==> config.mk <==
export PLATFORM = sky130hd
export DESIGN_NAME = bridge_fault_supervisor
export DESIGN_NICKNAME = d
export VERILOG_FILES = /design/src/rtl/bridge_fault_supervisor.sv
export SDC_FILE = /design/constraint.sdc
export NUM_CORES = 1
export LEC_CHECK = 0
export BUFFER_PORTS_ARGS = -buffer_cell sky130_fd_sc_hd__buf_2
export CAP_MARGIN = 20
export CORE_MARGIN = 5
export CORE_UTILIZATION = 45
export DETAILED_ROUTE_END_ITERATION = 10
export HOLD_SLACK_MARGIN = 0.03
export PLACE_DENSITY = 0.63
export SLEW_MARGIN = 10
export SYNTH_ARGS = -nofsm -noshare
export SYNTH_HDL_FRONTEND = slang
export SYNTH_SLANG_ARGS = --single-unit
==> constraint.sdc <==
create_clock -name clk -period 2 [get_ports clk]
set_input_delay 0.4 -clock clk [delete_from_list [all_inputs] [get_ports clk]]
set_output_delay 0.4 -clock clk [all_outputs]
set_load 0.03 [all_outputs]
==> src/rtl/bridge_fault_supervisor.sv <==
module bridge_fault_supervisor #(
  parameter int CLK_HZ     = 125_000_000,
  parameter int CLR_MIN_NS = 20_000,
  parameter int CLR_MAX_NS = 40_000,
  parameter int RETRY_CYC  = 1000
) (
  input  logic       clk,
  input  logic       rst_n,
  input  logic       en,
  input  logic       ocp,
  input  logic       ilim,
  input  logic       gvdd_uv,
  input  logic [2:0] boot_uv,
  input  logic       ot_ls,
  input  logic       ot_hs,
  output logic       fault_n,
  output logic       bridge_hiz,
  output logic [2:0] hs_off
);
  localparam int CLR_MIN = int'((longint'(CLK_HZ) * CLR_MIN_NS) / 64'd1_000_000_000);
  localparam int CLR_MAX = int'((longint'(CLK_HZ) * CLR_MAX_NS) / 64'd1_000_000_000);
  localparam int CW      = $clog2(CLR_MAX + 2);
  localparam int RW      = $clog2(RETRY_CYC + 1);

  logic [7:0] raw, s1, s2;
  logic       en1, en_s;
  logic       ocp_s, ilim_s, gvdd_s, ot_ls_s, ot_hs_s;
  logic [2:0] boot_s;
  logic [CW-1:0] lo_cnt;
  logic [RW-1:0] rcnt;
  logic       clr, lat_ocp, lat_hot, ilim_hold;

  assign raw = {ot_hs, ot_ls, boot_uv, gvdd_uv, ilim, ocp};

  always_ff @(posedge clk or negedge rst_n)
    if (!rst_n) begin
      s1 <= '0; s2 <= '0; en1 <= 1'b0; en_s <= 1'b0;
    end else begin
      s1 <= raw; s2 <= s1; en1 <= en; en_s <= en1;
    end

  assign ocp_s   = s2[0];
  assign ilim_s  = s2[1];
  assign gvdd_s  = s2[2];
  assign boot_s  = s2[5:3];
  assign ot_ls_s = s2[6];
  assign ot_hs_s = s2[7];

  always_ff @(posedge clk or negedge rst_n)
    if (!rst_n)                       lo_cnt <= CW'(CLR_MAX + 1);
    else if (en_s)                    lo_cnt <= '0;
    else if (lo_cnt <= CW'(CLR_MAX))  lo_cnt <= lo_cnt + 1'b1;

  assign clr = en_s && lo_cnt >= CW'(CLR_MIN) && lo_cnt <= CW'(CLR_MAX);

  always_ff @(posedge clk or negedge rst_n)
    if (!rst_n) begin
      lat_ocp <= 1'b0; lat_hot <= 1'b0;
    end else begin
      lat_ocp <= ocp_s   | (lat_ocp & ~clr);
      lat_hot <= ot_hs_s | (lat_hot & ~clr);
    end

  always_ff @(posedge clk or negedge rst_n)
    if (!rst_n) begin
      ilim_hold <= 1'b0; rcnt <= '0;
    end else if (ilim_s) begin
      ilim_hold <= 1'b1; rcnt <= '0;
    end else if (ilim_hold) begin
      if (rcnt == RW'(RETRY_CYC - 1)) ilim_hold <= 1'b0;
      else                            rcnt <= rcnt + 1'b1;
    end

  assign fault_n    = ~(lat_ocp | lat_hot | ilim_hold | gvdd_s | ot_ls_s);
  assign bridge_hiz = ~fault_n | ~en_s;
  assign hs_off     = boot_s;
endmodule

==> impl_metrics.tcl <==
set metrics [dict create \
    dp_hpwl_um 2610 \
    gp_congestion 0.887 \
    worst_pin_slew_ns 0.530 \
    multi_input_area_sq_um 746 \
    rows 23 \
    synthXorXnorAreaFrac_pct 2.32 \
    area_growth_pct 16.7 \
    p_seq_share_pct 61.0 \
    drc 0 \
    synth_compound_area_share_pct 12.7 \
    htreeDepth 2 \
    cts_buffer_depth 2 \
    antenna_cells 0 \
    core_sq_mm 0.00403 \
    initial_core_util_pct 46.9 \
    cp_cell_sequence "or4_1 -> nor2_2 -> nand2_1 -> buf_6" \
    crit_family "simple AND/OR/NAND/NOR gates" \
    slowest_stage "or4_1" \
    numPortBuffers 15 \
    drt_iter0_markers 83 \
    worst-path-buf-inv 1 \
    grt.total_usage_pct 15.4 \
    synth_top_family_by_area "simple AND/OR/NAND/NOR gates" \
    power.share.clock_pct 33.4 \
    p_comb_share_pct 5.6 \
    p_total_w 0.00154 \
    nFillCells 367 \
    synth.area.top_cells "dfrtp_1, dfstp_2, a21oi_1, nor2_1, or4_1" \
    yosys.area_share.simple_pct 19.6 \
    endpoint_kind "output pin" \
    leakagePower_nw 0.937 \
    cts_sinks 44 \
    drv_slew 0 \
    ant_nets 0 \
    fp.dieH_um 74.8 \
    r2r_start "lo_cnt[1]" \
    grt_pass1_vias 1414 \
    path_clk_slew_ns 0.08 \
    status "finished, final reports clean" \
    netSwitchingFraction_pct 22.7 \
    max-slew-margin-rel_pct 64.7 \
    synth.distinct_cells 40 \
    first_pass_iters 5 \
    rsz0062_at_grt "yes" \
    insertion_delay_ns 0.28 \
    synth_seq_cells 44 \
    worstPathMaxFanout 2 \
    die-width_um 74.8 \
    required_ns 1.60 \
    cp-start-kind "flip-flop" \
    maxCapViolCount 0 \
    drive_above_1_share_pct 24.5 \
    rr_endpoint "lat_hot" \
    layout.nets 214 \
    finClkSkew_ns 0.00224 \
    synth_top_cell_area_share_pct 50.3 \
    hold_viol 0 \
    r2r_slack_ns 0.07 \
    worst_slack_ns 0.0309 \
    grt.busiest_layer "met2" \
    r2r_cells 4 \
    grt_max_degree 45 \
    arrival_ns 1.57 \
    avgSynthCellArea_sq_um 11.2 \
    synthAdderAreaFrac_pct 1.99 \
    slowest_delay_ns 0.52 \
    use_met2_pct 23.5 \
    p_int_w 0.00119 \
    fin_crit_sh_pct 98.5 \
    syn_inst 169 \
    drt-total-wl_um 3680 \
    synthesis.area_sq_mm 0.00189 \
    final_cells 250 \
    met3_usage_pct 4.67 \
    final-setup-viol-count 0 \
    place_inst 241 \
    io_pins 16 \
    grt-ovfl-total 0 \
    grt_pass1_wl_um 6580 \
    clockRootBuffer "clkbuf_8" \
    synth_seq_area_share_pct 58.6 \
    powerDensity_mw_per_mm2 697 \
    die_area_sq_mm 0.00560 \
    synth_top_area_cell "dfrtp_1" \
    antenna_found_initial 0 \
    via_per_inst 5.70 \
    ys_warn_count 0 \
    min_period_ns 1.97 \
    vias 1425 \
    fmax_ghz 0.508 \
    synth_nets 183 \
    globalRouteMet1Util_pct 20.9 \
    dp_slack_ns 0.0456 \
    seq_area_sq_mm 0.00111 \
    hold_class "input pin to asynchronous set/reset pin" \
    crit_type "flip-flop to output pin" \
    cts_buffers 5 \
    power.switching_w 0.000349 \
    synth_mux_area_share_pct 2.32 \
    tritoncts "done" \
    cts_hold_buf 0 \
    peakVddDrop_uv 602 \
    post_drt_wl_per_cell_um 14.7 \
]
-- worst register-to-register path: stages, from the launching register on --
cell and delay, ns:
dfrtp_1 0.38, or4_4 0.53, a311o_1 0.36, a221o_1 0.37, a21o_1 0.18
-- power groups by stage --
stage	clock network (W)	logic (W)	registers, W
final	0.000514	0.0000864	0.000939
after global routing	0.000585	0.0000991	0.000944
after CTS	0.000538	0.0000892	0.000939
after detailed placement	0	0.0000885	0.000956
after global placement	0	0.0000845	0.000953
after floorplan	0	0.0000482	0.000949
-- state kept, by name, summed over array words and instances (netlist names) --
signal     count
lat_ocp        1
rcnt          10
en1            1
s2             8
en_s           1
ilim_hold      1
s1             8
lat_hot        1
lo_cnt        13
-- kinds of logic (layout without fill, tap and decap cells) --
family	after synthesis	count (layout)
and+or+nand+nor	67	67
DFF	44	44
AOI/OAI and AO/OA	37	37
buffers and inverters	9	40
xor gates and xnor gates	5	5
muxes	4	4
adders and majority gates	3	3
-- final cells by class --
cell class / instances / area share, %
repair buffers: 31 / 9.13
well taps: 50 / 2.83
clock inverters: 2 / 0.567
multi-input cells: 116 / 33.8
flip-flops and latches: 44 / 50.2
clock buffers: 5 / 3.12
inverters: 2 / 0.340
-- cells in the mapped netlist --
cell type and n:
a21oi_1 13, o311a_1 1, dfrtp_1 38, a221o_1 1
nand2_1 8, mux2i_1 1, xor2_1 1, a311o_1 2
clkbuf_1 3, o31a_1 1, o21ai_1 5, or4_4 1
a21bo_2 1, and4_1 1, nand3b_1 1, nor4_1 1
or3_1 6, nor2b_1 3, nor3_1 6, o21a_1 1
o21ai_0 4, xnor2_1 4, a311oi_1 1, o31ai_1 4
or2_1 4, dfstp_2 6, inv_1 2, or4_1 6
and2_1 1, ha_1 3, a21o_1 2, nand4b_1 1
nor2_1 12, nand3_1 8, buf_4 3, buf_2 1
o21ba_1 1, mux2_1 3, and3_1 1, nand4_1 7
-- layer usage --
layer  routed length, um  part of all wire, %
met2                1770                   48
met5                   0                    0
met3                 211                  5.7
met1                1650                   45
met4                  42                  1.1
-- repair_timing --
action / CTS / global route
pin swaps: 0 / 3
setup buffers: 1 / 1
gates resized for setup: 0 / 5
endpoints found under the setup margin: 1 / 6
-- placed cells by master (no fill, tap or decap), types with 2 or more instances in the layout --
master and count:
a21o_1 2, a21oi_1 13, a311o_1 2, buf_2 14, buf_4 16, clkbuf_8 5, dfrtp_1 38, dfstp_2 6
ha_1 3, inv_1 2, mux2_1 3, nand2_1 8, nand3_1 8, nand4_1 7, nor2_1 11, nor2b_1 3
nor3_1 6, o21ai_0 4, o21ai_1 5, o31ai_1 4, or2_1 4, or3_1 6, or4_1 6, xnor2_1 4
-- metrics by stage --
stage / setup TNS, ns / util [%] / cell area (sq um) / hold WS, ns
2_1_floorplan: 0 / - / 1890 / 0.104
3_3_place_gp: 0 / 52.0 / 2100 / 0.332
3_5_place_dp: 0 / 52.0 / 2100 / 0.336
4_1_cts: 0 / 54.3 / 2190 / 0.194
5_1_grt: -0.0569 / 54.8 / 2210 / 0.194
6_report: 0 / 54.8 / 2210 / 0.166
-- worst max-delay path by stage --
stage / from / end / slack [ns] / cells after the start
after floorplan: lo_cnt[1] / lat_hot / 0.05 / 4
after global placement: lo_cnt[1] / lat_hot / 0.05 / 4
after detailed placement: lo_cnt[1] / lat_ocp / 0.05 / 4
after CTS: lat_hot / bridge_hiz / 0.004 / 4
after global routing: ilim_hold / bridge_hiz / -0.04 / 4
final: ilim_hold / bridge_hiz / 0.03 / 4
Note: power is estimated with default switching activity, not from simulation.
